`src/rtl/rlf_pkg.sv`:
```
package rlf_pkg;
  localparam int QW = 32;
  localparam int QF = 28;
  localparam int NPHASE = 3;

  typedef enum logic {
    SEQ_IDLE = 1'b0,
    SEQ_RUN  = 1'b1
  } seq_state_e;
endpackage

```
`src/rtl/rlf_rst_sync.sv`:
```
module rlf_rst_sync #(
  parameter int STAGES = 2
) (
  input  logic clk,
  input  logic rst_n_async,
  output logic rst_n_sync
);
  logic [STAGES-1:0] sync_q;

  always_ff @(posedge clk or negedge rst_n_async) begin
    if (!rst_n_async) sync_q <= '0;
    else              sync_q <= {sync_q[STAGES-2:0], 1'b1};
  end

  assign rst_n_sync = sync_q[STAGES-1];
endmodule

```
`src/rtl/rlf_sequencer.sv`:
```
module rlf_sequencer
  import rlf_pkg::*;
#(
  parameter int STEP_CYCLES = 15,
  parameter int NPROD       = 6,
  parameter int CW          = $clog2(STEP_CYCLES)
) (
  input  logic          clk,
  input  logic          rst_n,
  input  logic          start,
  output logic          busy,
  output logic          accept,
  output logic          issue,
  output logic          commit,
  output logic [CW-1:0] cnt,
  output logic          overrun
);
  localparam logic [CW-1:0] LAST_CNT  = CW'(STEP_CYCLES - 1);
  localparam logic [CW-1:0] NPROD_CNT = CW'(NPROD);

  seq_state_e    state_q, state_d;
  logic [CW-1:0] cnt_q, cnt_d;
  logic          ovr_q, ovr_d;

  always_comb begin
    state_d = state_q;
    cnt_d   = cnt_q;
    ovr_d   = ovr_q | (start && (state_q == SEQ_RUN));
    unique case (state_q)
      SEQ_IDLE: begin
        if (start) begin
          state_d = SEQ_RUN;
          cnt_d   = '0;
        end
      end
      SEQ_RUN: begin
        if (cnt_q == LAST_CNT) begin
          state_d = SEQ_IDLE;
          cnt_d   = '0;
        end else begin
          cnt_d = cnt_q + CW'(1);
        end
      end
      default: state_d = SEQ_IDLE;
    endcase
  end

  always_ff @(posedge clk or negedge rst_n) begin
    if (!rst_n) begin
      state_q <= SEQ_IDLE;
      cnt_q   <= '0;
      ovr_q   <= 1'b0;
    end else begin
      state_q <= state_d;
      cnt_q   <= cnt_d;
      ovr_q   <= ovr_d;
    end
  end

  assign busy    = (state_q == SEQ_RUN);
  assign accept  = start && !busy;
  assign issue   = busy && (cnt_q < NPROD_CNT);
  assign commit  = busy && (cnt_q == LAST_CNT);
  assign cnt     = cnt_q;
  assign overrun = ovr_q;
endmodule

```
`src/rtl/rlf_mac.sv`:
```
module rlf_mac #(
  parameter int W       = 32,
  parameter int F       = 28,
  parameter int MUL_LAT = 3,
  parameter int TW      = 3
) (
  input  logic                clk,
  input  logic                rst_n,
  input  logic                in_vld,
  input  logic [TW-1:0]       in_tag,
  input  logic signed [W-1:0] in_x,
  input  logic signed [W-1:0] in_y,
  output logic                out_vld,
  output logic [TW-1:0]       out_tag,
  output logic signed [W-1:0] out_res
);
  localparam int PW   = 2 * W;
  localparam int PSTG = MUL_LAT - 1;
  localparam logic signed [PW-1:0] HALF_LSB = PW'(1) <<< (F - 1);
  localparam logic signed [W-1:0]  Q_MAX = {1'b0, {(W-1){1'b1}}};
  localparam logic signed [W-1:0]  Q_MIN = {1'b1, {(W-1){1'b0}}};

  logic signed [W-1:0]  x_q, y_q;
  logic                 v0_q;
  logic [TW-1:0]        t0_q;
  logic signed [PW-1:0] xe, ye, prod_c;

  always_ff @(posedge clk or negedge rst_n) begin
    if (!rst_n) begin
      x_q  <= '0;
      y_q  <= '0;
      v0_q <= 1'b0;
      t0_q <= '0;
    end else begin
      v0_q <= in_vld;
      if (in_vld) begin
        x_q  <= in_x;
        y_q  <= in_y;
        t0_q <= in_tag;
      end
    end
  end

  assign xe     = PW'(x_q);
  assign ye     = PW'(y_q);
  assign prod_c = xe * ye;

  logic signed [PW-1:0] p_q [PSTG];
  logic                 pv_q [PSTG];
  logic [TW-1:0]        pt_q [PSTG];

  for (genvar s = 0; s < PSTG; s++) begin : g_pipe
    logic signed [PW-1:0] p_in;
    logic                 v_in;
    logic [TW-1:0]        t_in;
    if (s == 0) begin : g_head
      assign p_in = prod_c;
      assign v_in = v0_q;
      assign t_in = t0_q;
    end else begin : g_body
      assign p_in = p_q[s-1];
      assign v_in = pv_q[s-1];
      assign t_in = pt_q[s-1];
    end
    always_ff @(posedge clk or negedge rst_n) begin
      if (!rst_n) begin
        p_q[s]  <= '0;
        pv_q[s] <= 1'b0;
        pt_q[s] <= '0;
      end else begin
        pv_q[s] <= v_in;
        if (v_in) begin
          p_q[s]  <= p_in;
          pt_q[s] <= t_in;
        end
      end
    end
  end

  logic signed [PW-1:0] rnd_c, shr_c;
  logic                 fits_c;

  always_comb begin
    rnd_c  = p_q[PSTG-1] + HALF_LSB;
    shr_c  = rnd_c >>> F;
    fits_c = (&shr_c[PW-1:W-1]) || ~(|shr_c[PW-1:W-1]);
    if (fits_c)            out_res = shr_c[W-1:0];
    else if (shr_c[PW-1])  out_res = Q_MIN;
    else                   out_res = Q_MAX;
  end

  assign out_vld = pv_q[PSTG-1];
  assign out_tag = pt_q[PSTG-1];
endmodule

```
`src/rtl/rl_filter_solver.sv`:
```
module rl_filter_solver
  import rlf_pkg::*;
#(
  parameter int W           = QW,
  parameter int F           = QF,
  parameter int STEP_CYCLES = 15,
  parameter int MUL_LAT     = 3,
  parameter logic signed [W-1:0] COEF_A = 32'sd268430087,
  parameter logic signed [W-1:0] COEF_B = 32'sd944562
) (
  input  logic                clk,
  input  logic                rst_n,
  input  logic                step_start,
  input  logic signed [W-1:0] v_conv_a,
  input  logic signed [W-1:0] v_conv_b,
  input  logic signed [W-1:0] v_conv_c,
  input  logic signed [W-1:0] v_grid_a,
  input  logic signed [W-1:0] v_grid_b,
  input  logic signed [W-1:0] v_grid_c,
  output logic signed [W-1:0] i_a,
  output logic signed [W-1:0] i_b,
  output logic signed [W-1:0] i_c,
  output logic                i_valid,
  output logic                overrun
);
  localparam int NPH   = NPHASE;
  localparam int NPROD = 2 * NPH;
  localparam int TW    = $clog2(NPROD);
  localparam int CW    = $clog2(STEP_CYCLES);
  localparam logic signed [W-1:0] Q_MAX = {1'b0, {(W-1){1'b1}}};
  localparam logic signed [W-1:0] Q_MIN = {1'b1, {(W-1){1'b0}}};

  function automatic logic signed [W-1:0] clamp_wide(input logic signed [W:0] s);
    if (s[W] == s[W-1]) return s[W-1:0];
    else if (s[W])      return Q_MIN;
    else                return Q_MAX;
  endfunction

  logic rst_n_int;
  rlf_rst_sync #(.STAGES(2)) u_rst (
    .clk(clk), .rst_n_async(rst_n), .rst_n_sync(rst_n_int)
  );

  logic          seq_busy, seq_accept, seq_issue, seq_commit;
  logic [CW-1:0] seq_cnt;

  rlf_sequencer #(.STEP_CYCLES(STEP_CYCLES), .NPROD(NPROD), .CW(CW)) u_seq (
    .clk(clk), .rst_n(rst_n_int), .start(step_start),
    .busy(seq_busy), .accept(seq_accept), .issue(seq_issue),
    .commit(seq_commit), .cnt(seq_cnt), .overrun(overrun)
  );

  logic signed [W-1:0] vc_w [NPH];
  logic signed [W-1:0] vg_w [NPH];
  assign vc_w[0] = v_conv_a;
  assign vc_w[1] = v_conv_b;
  assign vc_w[2] = v_conv_c;
  assign vg_w[0] = v_grid_a;
  assign vg_w[1] = v_grid_b;
  assign vg_w[2] = v_grid_c;

  logic signed [W-1:0] diff_q [NPH];
  logic signed [W-1:0] diff_d [NPH];
  logic signed [W-1:0] cur_q  [NPH];
  logic signed [W-1:0] cur_d  [NPH];
  logic signed [W-1:0] nxt_q  [NPH];
  logic signed [W-1:0] nxt_d  [NPH];
  logic signed [W-1:0] acc_q, acc_d;
  logic                vld_q;

  logic [TW-1:0]       op_tag;
  logic signed [W-1:0] op_x, op_y;

  always_comb begin
    op_tag = seq_cnt[TW-1:0];
    op_x   = op_tag[0] ? COEF_B : COEF_A;
    op_y   = '0;
    for (int p = 0; p < NPH; p++) begin
      if (op_tag == TW'(2 * p))     op_y = cur_q[p];
      if (op_tag == TW'(2 * p + 1)) op_y = diff_q[p];
    end
  end

  logic                res_vld;
  logic [TW-1:0]       res_tag;
  logic signed [W-1:0] res_val;

  rlf_mac #(.W(W), .F(F), .MUL_LAT(MUL_LAT), .TW(TW)) u_mac (
    .clk(clk), .rst_n(rst_n_int),
    .in_vld(seq_issue), .in_tag(op_tag), .in_x(op_x), .in_y(op_y),
    .out_vld(res_vld), .out_tag(res_tag), .out_res(res_val)
  );

  always_comb begin
    acc_d  = acc_q;
    diff_d = diff_q;
    nxt_d  = nxt_q;
    cur_d  = cur_q;
    if (seq_accept) begin
      for (int p = 0; p < NPH; p++)
        diff_d[p] = clamp_wide({vc_w[p][W-1], vc_w[p]} - {vg_w[p][W-1], vg_w[p]});
    end
    if (res_vld && !res_tag[0]) acc_d = res_val;
    for (int p = 0; p < NPH; p++) begin
      if (res_vld && (res_tag == TW'(2 * p + 1)))
        nxt_d[p] = clamp_wide({acc_q[W-1], acc_q} + {res_val[W-1], res_val});
    end
    if (seq_commit) cur_d = nxt_q;
  end

  always_ff @(posedge clk or negedge rst_n_int) begin
    if (!rst_n_int) begin
      acc_q <= '0;
      vld_q <= 1'b0;
      for (int p = 0; p < NPH; p++) begin
        diff_q[p] <= '0;
        nxt_q[p]  <= '0;
        cur_q[p]  <= '0;
      end
    end else begin
      acc_q  <= acc_d;
      diff_q <= diff_d;
      nxt_q  <= nxt_d;
      cur_q  <= cur_d;
      vld_q  <= seq_commit;
    end
  end

  assign i_a     = cur_q[0];
  assign i_b     = cur_q[1];
  assign i_c     = cur_q[2];
  assign i_valid = vld_q;
endmodule

```
`config.mk`:
```
export PLATFORM = sky130hd
export DESIGN_NAME = rl_filter_solver
export DESIGN_NICKNAME = d
export VERILOG_FILES = /design/src/rtl/rlf_pkg.sv /design/src/rtl/rlf_rst_sync.sv /design/src/rtl/rlf_sequencer.sv /design/src/rtl/rlf_mac.sv /design/src/rtl/rl_filter_solver.sv
export SDC_FILE = /design/constraint.sdc
export NUM_CORES = 2
export LEC_CHECK = 0
export ABC_CLOCK_PERIOD_IN_PS = 28200
export BUFFER_PORTS_ARGS = -buffer_cell sky130_fd_sc_hd__clkbuf_2
export CAP_MARGIN = 20
export CORE_MARGIN = 5
export CORE_UTILIZATION = 32
export DETAILED_ROUTE_END_ITERATION = 6
export SETUP_SLACK_MARGIN = 0.1
export SLEW_MARGIN = 20
export SYNTH_ARGS = -nofsm -noshare
export SYNTH_HDL_FRONTEND = slang
export SYNTH_HIERARCHICAL = 1
export SYNTH_SLANG_ARGS = --single-unit
```
`constraint.sdc`:
```
create_clock -name clk -period 28.2 [get_ports clk]
set_input_delay 1.41 -clock clk [delete_from_list [all_inputs] [get_ports clk]]
set_output_delay 1.41 -clock clk [all_outputs]
set_load 0.005 [all_outputs]
```
==> results_dict.tcl <==
set metrics [dict create \
    cts.reportedPaths.clkPinSlew_ns 0.06 \
    hold_viol_final 0 \
    finalCriticalPeriod_ns 9.18 \
    grt_pass1_vias 50531 \
    wl_microns 189000 \
    syn_area_sq_um 63400 \
    min_period_over_period_pct 32.6 \
    die_x_microns 455 \
    outcome "finished clean" \
    ys_ff_latch 479 \
    fmax_ghz 0.109 \
    cts_buffer_depth 3 \
    avgViaCountPerCell 5.03 \
    cp_slowest_cell "nor4b_2" \
    fill_cells 19877 \
    dp.cells 9249 \
    synth_top_cell_area_share_pct 34.2 \
    synth-edff-count 0 \
    area_growth_syn_to_layout_pct 9.86 \
    ios 293 \
    grtUsageTotal_pct 18.5 \
    max_stage_delay_ns 0.93 \
    slew_viol_final 0 \
    timing.setup.tns_ns 0 \
    drive_gt1_share_pct 12.7 \
    yosysWarnings 6 \
    dieArea_sq_um 207000 \
    drtIter0Drc 3226 \
    rows 163 \
    cp_max_fo 18 \
    path_class "flop to flop" \
    via_count 47013 \
    synth_most_common_cell "inv_1" \
    core_sq_um 197000 \
    clock_latency_ns 0.70 \
    root_buffer "clkbuf_16" \
    grt_pass1_wl_microns 302000 \
    slew_headroom_pct 26.4 \
    cp-end-kind "flop" \
    wl_per_cell_microns 20.2 \
    regArea_sq_um 12000 \
    clock_sinks 479 \
    worst_pin_slew_ns 1.10 \
    die_y_microns 455 \
    yosys-top-cells-area "fa_1, dfrtp_1, inv_1" \
    dr.pass1.iters 6 \
    worstPathRequired_ns 28.72 \
    initial_core_util_pct 32.2 \
    cts.repair.resized 0 \
    cpMostUsedCell "fa_1" \
    synth_area_per_cell_sq_um 9.66 \
    yosysTopAreaCell "fa_1" \
    maxCapViolCount 0 \
    synth_seq_area_share_pct 18.9 \
    dpl.hpwl_microns 149000 \
    gp_congestion 0.906 \
    multiInputGateArea_sq_um 46000 \
    grt_max_degree 78 \
    holdBufCountCts 0 \
    fin_nets 8257 \
    finalSetupViolCount 0 \
    cts_tree "done" \
    min_path_type "flop to flop" \
    drc 0 \
    synthTopCellsByCount "inv_1, fa_1, nand2_1" \
    post_cts_buffers 0 \
    path_cells "buf_4, and2_1, fa_1, inv_1, fa_1, inv_1, fa_1, fa_1, fa_1, fa_1, fa_1, fa_1, ha_1, a21oi_1, o21ai_0, nor2_1, nor4b_2, nor2_1, a2111oi_1, a211oi_2, xnor2_1, mux2_2" \
    yosys_most_used_dff "dfrtp_1" \
    synth_cell_types 95 \
    syn_inst 6563 \
    final_cells 9352 \
    worstPathArrival_ns 9.71 \
    async_flop_share_pct 100 \
    postRouteAntennaNets 0 \
    grt-ovfl-total 0 \
    clock_skew_ns 0.113 \
    rsz0062_at_grt "no" \
    htreeDepth 2 \
    port_buffers 292 \
    cp-start-kind "flop" \
    antenna_found_initial 3 \
    cts_made_buffers 54 \
]
==> metal layers <==
metal  vias up  global-route usage (%)  share of wire (%)
li1      20901                       -                  -
met1     24446                    25.7                 44
met2      1431                    29.9                 46
met3       235                    3.15                6.5
met4         0                    5.38                3.3
met5         -                       0                  0
==> state kept, by name, indices dropped and copies added (netlist names), 6 cells and up <==
signal / flops
i_a: 32
u_mac/y_q: 32
i_b: 32
nxt_q: 96
i_c: 32
u_mac/p_q: 37
acc_q: 32
u_mac/x_q: 32
diff_q: 96
u_mac/g_pipe.p_in: 37
u_mac/g_pipe.t_in: 6
==> critical path, delay by kind of cell (launching register included) <==
family	cells	cell delay, ns
compound gates	4	1.06
xor+xnor	1	0.16
mux	1	0.28
buf+inv	3	0.74
fa+ha+maj	9	4.20
flops	1	0.88
simple gates	4	1.74
==> cell type report <==
| type | count | area share, % |
|---|---|---|
| Tap cell | 2640 | 4.74 |
| Antenna cell | 1 | 0.00359 |
| Inverter | 1108 | 5.97 |
| Timing Repair Buffer | 388 | 3.18 |
| Clock inverter | 29 | 0.648 |
| Clock buffer | 72 | 2.21 |
| Sequential cell | 479 | 17.2 |
| Multi-Input combinational cell | 4635 | 66.0 |
==> worst paths after layout <==
| path | start | endpoint | slack (ns) | cells after the start |
|---|---|---|---|---|
| max | u_mac/y_q[7] | u_mac/g_pipe[1].p_in[58] | 19.02 | 22 |
| min | u_rst/sync_q[0] | u_rst/sync_q[1] | 0.35 | 0 |
| max reg2reg | u_mac/y_q[7] | u_mac/g_pipe[1].p_in[58] | 19.02 | 22 |
| min reg2reg | u_rst/sync_q[0] | u_rst/sync_q[1] | 0.35 | 0 |
| max in group asynchronous | u_rst/sync_q[1] | nxt_q[7] | 24.30 | 5 |
| min in group asynchronous | u_rst/sync_q[1] | u_mac/g_pipe[1].p_in[55] | 0.38 | 0 |
==> stage by stage <==
stage	cell area (sq um)	util [%]	setup slack (ns)	hold WS, ns
floorplan	63500	-	13.86	0.331
global placement	67600	34.3	19.10	0.332
detailed placement	67600	34.3	19.08	0.336
CTS	69600	35.3	19.05	0.353
global route	69700	35.3	18.67	0.354
finish	69700	35.3	19.02	0.349
==> cells in the final DEF, fill, tap and decap left out, drive strengths merged, types with 56 or more instances in the layout <==
cell type  netlist  routed
o2bb2ai         78      78
a21o            70      70
dfrtp          479     479
nand3           64      64
ha             311     311
mux2i           56      56
clkbuf         322     364
and2           525     525
xor2            77      77
buf             33      96
inv           1106    1108
nand2          711     711
xnor2          117     117
fa            1085    1085
mux2           265     265
o21ai          176     176
a21oi          364     364
nor2           242     242
==> cells by family (layout without fill, tap and decap cells) <==
family	count (synthesis)	in the layout	share of synthesized area, %
XOR/XNOR	194	194	2.69
multiplexers	336	336	6.13
AO/OA/AOI/OAI	961	961	9.79
flip-flops	479	479	18.9
other	3	18	0.0178
AND/OR/NAND/NOR	1728	1728	13.3
buffers and inverters	1463	1597	8.76
adder cells (fa/ha/maj)	1399	1399	40.4
Power is left out: the tool's default activity adds up to more than one toggle a clock period on the data nets, which glitch-free logic cannot reach.
